[config.mk]
export PLATFORM = sky130hd
export DESIGN_NAME = cpu_ctrl_fsm
export DESIGN_NICKNAME = d
export VERILOG_FILES = /design/src/rtl/cpu_ctrl_pkg.sv /design/src/rtl/cpu_ctrl_fields.sv /design/src/rtl/cpu_ctrl_next.sv /design/src/rtl/cpu_ctrl_outputs.sv /design/src/rtl/cpu_ctrl_fsm.sv
export SDC_FILE = /design/constraint.sdc
export NUM_CORES = 1
export LEC_CHECK = 0
export BUFFER_PORTS_ARGS = -buffer_cell sky130_fd_sc_hd__buf_4
export CORE_MARGIN = 8
export CORE_UTILIZATION = 38
export CTS_CLUSTER_SIZE = 16
export DETAILED_ROUTE_END_ITERATION = 7
export PLACE_DENSITY = 0.92
export SETUP_SLACK_MARGIN = 0.15
export SYNTH_ARGS = -nofsm -noshare
export SYNTH_HDL_FRONTEND = slang
export SYNTH_SLANG_ARGS = --single-unit
[constraint.sdc]
create_clock -name clk -period 4.05 [get_ports clk]
set_clock_uncertainty 0.1 [all_clocks]
set_input_delay 0.81 -clock clk [delete_from_list [all_inputs] [get_ports clk]]
set_output_delay 0.81 -clock clk [all_outputs]
set_load 0.005 [all_outputs]
[src/rtl/cpu_ctrl_pkg.sv]
package cpu_ctrl_pkg;

  typedef enum logic [3:0] {
    ST_INIT   = 4'b0000,
    ST_FETCH  = 4'b0001,
    ST_DECODE = 4'b0011,
    ST_HALT   = 4'b0100,
    ST_MOV    = 4'b0101,
    ST_LOAD   = 4'b0110,
    ST_STORE  = 4'b0111,
    ST_ALU    = 4'b1000
  } state_e;

  typedef enum logic [1:0] {
    SRC_REG = 2'b00,
    SRC_RAM = 2'b01,
    SRC_IMM = 2'b10,
    SRC_ALU = 2'b11
  } rf_src_e;

  localparam logic [3:0] OP_NOP    = 4'h0;
  localparam logic [3:0] OP_MOV    = 4'h1;
  localparam logic [3:0] OP_STR    = 4'h2;
  localparam logic [3:0] OP_LDR    = 4'h3;
  localparam logic [3:0] OP_ALU_LO = 4'h4;
  localparam logic [3:0] OP_ALU_HI = 4'hA;
  localparam logic [3:0] OP_HALT   = 4'hF;

  localparam int IDX_W  = 3;
  localparam int OP_W   = 4;
  localparam int IMM8_W = 8;

  typedef struct packed {
    logic [OP_W-1:0]   op;
    logic              imm_form;
    logic [IDX_W-1:0]  rd;
    logic [IDX_W-1:0]  rm;
    logic [IDX_W-1:0]  rn;
    logic [IMM8_W-1:0] mov_imm;
    logic [IMM8_W-1:0] str_imm;
  } fields_t;

endpackage

[src/rtl/cpu_ctrl_fields.sv]
module cpu_ctrl_fields
  import cpu_ctrl_pkg::*;
#(
  parameter int INSTR_W = 16
) (
  input  logic [INSTR_W-1:0] instr,
  output fields_t            flds
);
  localparam int OP_LSB = INSTR_W - OP_W;
  localparam int FORM_B = OP_LSB - 1;

  always_comb begin
    flds.op       = instr[INSTR_W-1:OP_LSB];
    flds.imm_form = instr[FORM_B];
    flds.rd       = instr[10:8];
    flds.rm       = instr[7:5];
    flds.rn       = instr[4:2];
    flds.mov_imm  = instr[7:0];
    // immediate store splits its constant around the address field
    flds.str_imm  = {instr[10:8], instr[4:0]};
  end
endmodule

[src/rtl/cpu_ctrl_next.sv]
module cpu_ctrl_next
  import cpu_ctrl_pkg::*;
(
  input  logic            clk,
  input  logic            rst_n,
  input  logic [OP_W-1:0] op,
  output state_e          state
);
  state_e nxt;

  always_comb begin
    nxt = ST_FETCH;
    unique case (state)
      ST_INIT:   nxt = ST_FETCH;
      ST_FETCH:  nxt = ST_DECODE;
      ST_DECODE: begin
        if (op == OP_HALT)                           nxt = ST_HALT;
        else if (op == OP_MOV)                       nxt = ST_MOV;
        else if (op == OP_STR)                       nxt = ST_STORE;
        else if (op == OP_LDR)                       nxt = ST_LOAD;
        else if (op >= OP_ALU_LO && op <= OP_ALU_HI) nxt = ST_ALU;
        else                                         nxt = ST_FETCH;
      end
      ST_HALT:   nxt = ST_HALT;
      default:   nxt = ST_FETCH;
    endcase
  end

  always_ff @(posedge clk or negedge rst_n) begin
    if (!rst_n) state <= ST_INIT;
    else        state <= nxt;
  end


  init_exit_chk: assert property (@(posedge clk) disable iff (!rst_n)
    state == ST_INIT |=> state == ST_FETCH);

  fetch_decode_chk: assert property (@(posedge clk) disable iff (!rst_n)
    state == ST_FETCH |=> state == ST_DECODE);

  halt_hold_chk: assert property (@(posedge clk) disable iff (!rst_n)
    state == ST_HALT |=> state == ST_HALT);

  exec_return_chk: assert property (@(posedge clk) disable iff (!rst_n)
    (state == ST_MOV || state == ST_LOAD || state == ST_STORE || state == ST_ALU)
    |=> state == ST_FETCH);
endmodule

[src/rtl/cpu_ctrl_outputs.sv]
module cpu_ctrl_outputs
  import cpu_ctrl_pkg::*;
#(
  parameter int DATA_W = 16
) (
  input  logic              clk,
  input  logic              rst_n,
  input  state_e            state,
  input  fields_t           flds,
  output logic              pc_clear,
  output logic              pc_step,
  output logic              rom_rd,
  output logic              ir_load,
  output logic [DATA_W-1:0] imm_val,
  output logic              ram_addr_sel,
  output logic              ram_wr,
  output logic [1:0]        rf_src,
  output logic [IDX_W-1:0]  rd_idx,
  output logic              rd_wr,
  output logic [IDX_W-1:0]  rm_idx,
  output logic [IDX_W-1:0]  rn_idx,
  output logic [OP_W-1:0]   alu_op
);
  localparam int PAD_W = DATA_W - IMM8_W;

  logic [DATA_W-1:0] mov_ext, str_ext;
  assign mov_ext = {{PAD_W{1'b0}}, flds.mov_imm};
  assign str_ext = {{PAD_W{1'b0}}, flds.str_imm};

  always_comb begin
    pc_clear     = 1'b0;
    pc_step      = 1'b0;
    rom_rd       = 1'b0;
    ir_load      = 1'b0;
    imm_val      = '0;
    ram_addr_sel = 1'b0;
    ram_wr       = 1'b0;
    rf_src       = SRC_REG;
    rd_idx       = '0;
    rd_wr        = 1'b0;
    rm_idx       = '0;
    rn_idx       = '0;
    alu_op       = '0;
    unique case (state)
      ST_INIT:  pc_clear = 1'b1;
      ST_FETCH: begin
        pc_step = 1'b1;
        rom_rd  = 1'b1;
        ir_load = 1'b1;
      end
      ST_MOV: begin
        rd_idx = flds.rd;
        rd_wr  = 1'b1;
        if (flds.imm_form) begin
          rf_src  = SRC_IMM;
          imm_val = mov_ext;
        end else begin
          rf_src = SRC_REG;
          rm_idx = flds.rm;
        end
      end
      ST_LOAD: begin
        rf_src = SRC_RAM;
        rd_idx = flds.rd;
        rm_idx = flds.rm;
        rd_wr  = 1'b1;
      end
      ST_STORE: begin
        ram_wr = 1'b1;
        rm_idx = flds.rm;
        if (flds.imm_form) begin
          ram_addr_sel = 1'b1;
          imm_val      = str_ext;
        end else begin
          rn_idx = flds.rn;
        end
      end
      ST_ALU: begin
        rf_src = SRC_ALU;
        rd_idx = flds.rd;
        rm_idx = flds.rm;
        rn_idx = flds.rn;
        rd_wr  = 1'b1;
        alu_op = flds.op;
      end
      default: ;
    endcase
  end


  store_noregwr_chk: assert property (@(posedge clk) disable iff (!rst_n)
    ram_wr |-> !rd_wr);

  alu_src_chk: assert property (@(posedge clk) disable iff (!rst_n)
    (alu_op != '0) |-> (rf_src == SRC_ALU && rd_wr));

  imm_zext_chk: assert property (@(posedge clk) disable iff (!rst_n)
    (rf_src == SRC_IMM && rd_wr) |-> imm_val[DATA_W-1:IMM8_W] == '0);

  strobe_excl_chk: assert property (@(posedge clk) disable iff (!rst_n)
    $onehot0({pc_clear, pc_step, ram_wr, rd_wr}));
endmodule

[src/rtl/cpu_ctrl_fsm.sv]
module cpu_ctrl_fsm
  import cpu_ctrl_pkg::*;
#(
  parameter int INSTR_W = 16,
  parameter int DATA_W  = 16
) (
  input  logic               clk,
  input  logic               rst_n,
  input  logic [INSTR_W-1:0] instr,
  output logic [3:0]         state_code,
  output logic               pc_clear,
  output logic               pc_step,
  output logic               rom_rd,
  output logic               ir_load,
  output logic [DATA_W-1:0]  imm_val,
  output logic               ram_addr_sel,
  output logic               ram_wr,
  output logic [1:0]         rf_src,
  output logic [2:0]         rd_idx,
  output logic               rd_wr,
  output logic [2:0]         rm_idx,
  output logic [2:0]         rn_idx,
  output logic [3:0]         alu_op
);
  fields_t flds;
  state_e  state;

  cpu_ctrl_fields #(.INSTR_W(INSTR_W)) u_fields (
    .instr (instr),
    .flds  (flds)
  );

  cpu_ctrl_next u_next (
    .clk   (clk),
    .rst_n (rst_n),
    .op    (flds.op),
    .state (state)
  );

  cpu_ctrl_outputs #(.DATA_W(DATA_W)) u_out (
    .clk          (clk),
    .rst_n        (rst_n),
    .state        (state),
    .flds         (flds),
    .pc_clear     (pc_clear),
    .pc_step      (pc_step),
    .rom_rd       (rom_rd),
    .ir_load      (ir_load),
    .imm_val      (imm_val),
    .ram_addr_sel (ram_addr_sel),
    .ram_wr       (ram_wr),
    .rf_src       (rf_src),
    .rd_idx       (rd_idx),
    .rd_wr        (rd_wr),
    .rm_idx       (rm_idx),
    .rn_idx       (rn_idx),
    .alu_op       (alu_op)
  );

  assign state_code = state;
endmodule

# After elaboration in Yosys (flattened, before gate mapping)

Cells that the tools add are included.

Add/subtract/negate cells: 0
$mul: 0
Div/mod/pow operators: 0
$lt $le $gt $ge: 2
Eq/ne operators: 11
Shift operators: 0
Muxes and demuxes: 23
Bitwise logic cells: 0
Reductions and logical operators: 4

Operator list:

| operator           | count |
|---|---|
| $pmux 16 s2        | 1 |
| $mux 4             | 6 |
| $eq 4x3->1 const B | 4 |
| $mux 8             | 2 |
| $eq 4x2->1 const B | 3 |
| $pmux 3 s2         | 2 |
| $pmux 4 s3         | 1 |
| $mux 3             | 3 |
| $eq 4x1->1 const B | 2 |
| $eq 4x4->1 const B | 2 |
| $mux 1             | 6 |
| $pmux 2 s3         | 1 |
| $reduce_or 3->1    | 2 |
| $ge 4x3->1 const B | 1 |
| $le 4x4->1 const B | 1 |
| $logic_not 4->1    | 1 |
| $mux 2             | 1 |
| $logic_and 1x1->1  | 1 |

Register bits: 4
Bits in latches: 0
RAM bits: 0
Memory bits (read-only): 0
Output and inout bits: 42
Memories kept: 0

# Depth between registers and ports, before layout

Word-level depth: 8
Mapped depth: 4

# Cells and area by module

From an unflattened synthesis, not the netlist that was laid out.

Cell total of the unflattened synthesis: 108
Area, all modules: 877.1 µm²

Modules (own cells, without submodules):

| module           | times used | cells an instance | area each (µm²) | seq. area each (µm²) |
|---|---|---|---|---|
| cpu_ctrl_outputs | 1          | 55                | 434.2           | 0.0 |
| cpu_ctrl_fields  | 1          | 30                | 225.2           | 0.0 |
| cpu_ctrl_next    | 1          | 23                | 217.7           | 100.1 |

# Worst setup path before layout

OpenSTA, ideal clock, no wires.

Kind: reg-to-output
Start: reg u_next.state[0]
End: out rn_idx[0]
Arrival: 1314 ps
Required time: 3140 ps
Path slack: 1826 ps
Cell stages (with the launch flop): 5
Path buffers: 1
Path through: dfrtp_1 > buf_6 > or4b_4 > o31ai_2 > and2_1

Longest elaborated chain between the ends: 2

Ends and longest elaborated chain:

| element                                         | line                   | source |
|---|---|---|
| start, declared                                 | cpu_ctrl_next.sv:7     | `output state_e state` |
| start signal, assigned                          | cpu_ctrl_next.sv:31    | `else state <= nxt;` |
| $eq 4x4->1 / $eq 4x3->1 (equally long branches) | cpu_ctrl_outputs.sv:44 | `unique case (state)` |
| $pmux 3 s2 *                                    | cpu_ctrl_outputs.sv:44 |  |
| end, declared                                   | cpu_ctrl_fsm.sv:22     | `output logic [2:0] rn_idx,` |

Mark *: on every way between the ends. The rest lies on a longest branch, timed or not.

# Worst setup path after layout

Start: reg u_next.state[1]
End: out rn_idx[2]

The elaborated chain is that of the path after synthesis.

==> results.tsv <==
stage	metric	value	unit
finish	Antenna diodes	0	
power_and_ir_drop	total power	0.000378	W
logic_synthesis	average size of a mapped cell	7.37	um2
floorplan	Cell Rows	14	
floorplan	Chip Width	55.9	um
timing	Slew Limit Fails	0	
critical_path	largest fanout on the critical path	16	
critical_path	worst r2r path cells	3	
power_and_ir_drop	part of the power in combinational logic	60.2	%
global_route	initial antenna violation count	0	
timing	RSZ-0062 raised after global routing	false	
logic_synthesis	Mapped Area	604	um2
cts	# resized after CTS	0	
finish	Most flops, register	u_next.state	
logic_synthesis	register area share after synthesis	16.6	%
floorplan	Die H	55.9	um
drt	DR vias/cell	4.86	
critical_path	R2R setup slack	2.46	ns
timing	Period minus WS final	2.70	ns
power_and_ir_drop	part of the power in the clock network	12.5	%
logic_synthesis	EDFF count, synth	0	
power_and_ir_drop	Leak	0.525	nW
timing	Worst-Margin Slew	0.512	ns
status	status	finished, final reports clean	
place	number of port buffers	51	
global_route	Tot GR Track Use	12.2	%
cts	CTS Hold Buffers Added	0	
drt	M1 WL	878	um
timing	Final Cycle Share	66.7	%
power_and_ir_drop	pwr dens	393	nW/um2
critical_path	CP startpoint kind	register	
finish	fraction of layout cells with a size suffix above 1	44.6	%
critical_path	Req. time, crit path	3.14	ns
power_and_ir_drop	Switching Power	0.000157	W
drt	Residual DRC	0	
logic_synthesis	top_reg_cell synth	dfrtp_1	
finish	layout net count	150	
cts	worst-skew pair later-pin latency	0.23	ns
cts	clk buf depth	2	
cts	post-CTS setup buffers	0	
finish	Area Overhead vs Synth	59.2	%
floorplan	Initial Utilization	40.1	%
timing	Fin. Hold Viols	0	
drt	final wirelength	2060	um
logic_synthesis	Synth Instances	82	
drt	total number of vias	709	
timing	Max-slew headroom	65.9	%
logic_synthesis	library cells used by synthesis	31	
critical_path	Worst EP arrival	1.79	ns
power_and_ir_drop	internal power	0.000221	W
drt	DRT iter0 DRCs	19	
flow_run	number of max-cap violations	0	
place	GP Congestion	0.828	
cts	CTS tree	built	
drt	routed wl met3	253	um
power_and_ir_drop	Max VDD drop	350	uV
place	DP Wirelength	1760	um
timing	fmax	0.370	GHz
finish	max FFs per register	4	
timing	Final setup viols	0	
cts	clk sink count	4	
global_route	vias in the first global route	653	
finish	Filler cells	123	
floorplan	CORE AREA	1510	um2
drt	DR WL met2	927	um
worst_hold_path	hold crit path type	input port to asynchronous set/reset pin	
cts	H-tree depth	1	
power_and_ir_drop	sequential share of power	27.3	%
global_route	first-pass GRT wire length	3190	um
critical_path	worst r2r dst	u_next.state[3]$_DFF_PN0_	
critical_path	reg2reg start	u_next.state[1]$_DFF_PN0_	
cts	clk slew on worst S/H paths	0.03	ns
floorplan	Die Area	3120	um2
drt	WL/cell	14.1	um
timing	setup TNS	0	ns
critical_path	Crit. End Element	output pin	
global_route	largest net degree at the start of global routing	17	
drt	Highest Signal Layer	met3	
cts	CTS Buf Count	3	
logic_synthesis	register bit total from synthesis	4	
drt	drt first pass iters	6	
cts	clock root cell	clkbuf_4	
logic_synthesis	FFs w/ async S/R, synth	100	%
logic_synthesis	yosys warns	0	
drt	ANT nets after route	0	
critical_path	worst setup path class	register to output pin	
power_and_ir_drop	switching share of total power	41.5	%
finish	Largest regs	u_next.state: 4 flops	
global_route	remaining global-route overflow	0	
floorplan	# IOs	60	
worst max-delay path: stages (launching register included):
cell	delay, ns
dfrtp_1	0.56
or4b_4	0.64
o31ai_2	0.09
and2_1	0.16
buf_4	0.11
power groups by stage:
stage | Sequential, W | Combinational (W) | Clock (W)
finish | 0.000103 | 0.000228 | 0.0000472
global route | 0.000110 | 0.000247 | 0.0000548
CTS | 0.000101 | 0.000231 | 0.0000504
detailed placement | 0.000101 | 0.000231 | 0
global placement | 0.0000996 | 0.000228 | 0
floorplan | 0.0000784 | 0.000156 | 0
cell type report:
cell class | count | area [um2] | share of cell area, %
sequential | 4 | 100 | 10.4
clock buffer | 3 | 22.5 | 2.34
timing repair buffer | 51 | 383 | 39.8
inverter | 1 | 3.75 | 0.390
multi-input combinational | 71 | 433 | 45.0
tap | 16 | 20.0 | 2.08
cells in the mapped netlist (all sizes together) (2+ instances only):
master / count / share of area, %
nor3: 2 / 1.7
clkbuf: 2 / 1.2
nand3: 2 / 1.7
dfrtp: 4 / 17
nand2: 4 / 2.5
and3: 2 / 2.1
nor2: 8 / 5.0
a21oi: 2 / 1.7
buf: 11 / 14
a21boi: 4 / 5.0
and2: 13 / 13
o31ai: 2 / 3.3
nor2b: 6 / 6.2
mux2i: 3 / 5.0
nand2b: 2 / 2.1
o21ai: 2 / 1.7
how the worst max path moves through the flow:
stage / from / endpoint / cells after the start
5_1_grt: u_next.state[1]$_DFF_PN0_ / rd_idx[0] / 4
3_5_place_dp: u_next.state[1]$_DFF_PN0_ / rn_idx[2] / 4
3_3_place_gp: u_next.state[1]$_DFF_PN0_ / rn_idx[0] / 4
2_1_floorplan: u_next.state[0]$_DFF_PN0_ / rn_idx[0] / 4
6_report: u_next.state[1]$_DFF_PN0_ / rn_idx[2] / 4
4_1_cts: u_next.state[1]$_DFF_PN0_ / rn_idx[2] / 4
metrics by stage:
step | instance area [um2] | std cells | hold WS, ns | worst slack, ns | utilization (%)
after global placement | 940 | 143 | 0.506 | 1.63 | 62.4
after CTS | 962 | 146 | 0.259 | 1.35 | 63.9
after floorplan | 631 | 89 | 0.414 | 1.83 | -
after detailed placement | 940 | 143 | 0.507 | 1.61 | 62.4
after global routing | 962 | 146 | 0.251 | 1.19 | 63.9
final | 962 | 146 | 0.268 | 1.35 | 63.9
routing by layer:
layer	GRT usage (%)	up-vias
met1	14.3	304
met2	18.4	45
met4	4.12	0
met5	0	-
li1	-	360
met3	6.62	0
placed cells by master (no fill, tap or decap):
cell and instances:
a211oi_1 1, a21boi_0 4, a21o_1 1, a21oi_1 2, a31oi_1 1, and2_1 13
and3_1 2, buf_4 51, clkbuf_4 3, conb_1 8, dfrtp_1 4, inv_1 1
mux2i_1 3, nand2_1 4, nand2b_1 2, nand3_1 2, nand3b_1 1, nand4_1 1
nor2_1 8, nor2b_1 6, nor3_1 2, nor4_1 1, nor4b_2 1, nor4bb_1 1
o21ai_0 2, o21bai_1 1, o31ai_1 1, o31ai_2 1, or2_2 1, or4b_4 1
logic make-up after synthesis:
kind of cell | after synthesis | synth area share, %
other | 1 | 0.621
flip-flops | 4 | 16.6
AND/OR/NAND/NOR | 46 | 45.3
AO/OA/AOI/OAI | 14 | 16.4
buffers and inverters | 14 | 16.1
multiplexers | 3 | 4.97
Note: power is estimated with default switching activity, not from simulation.
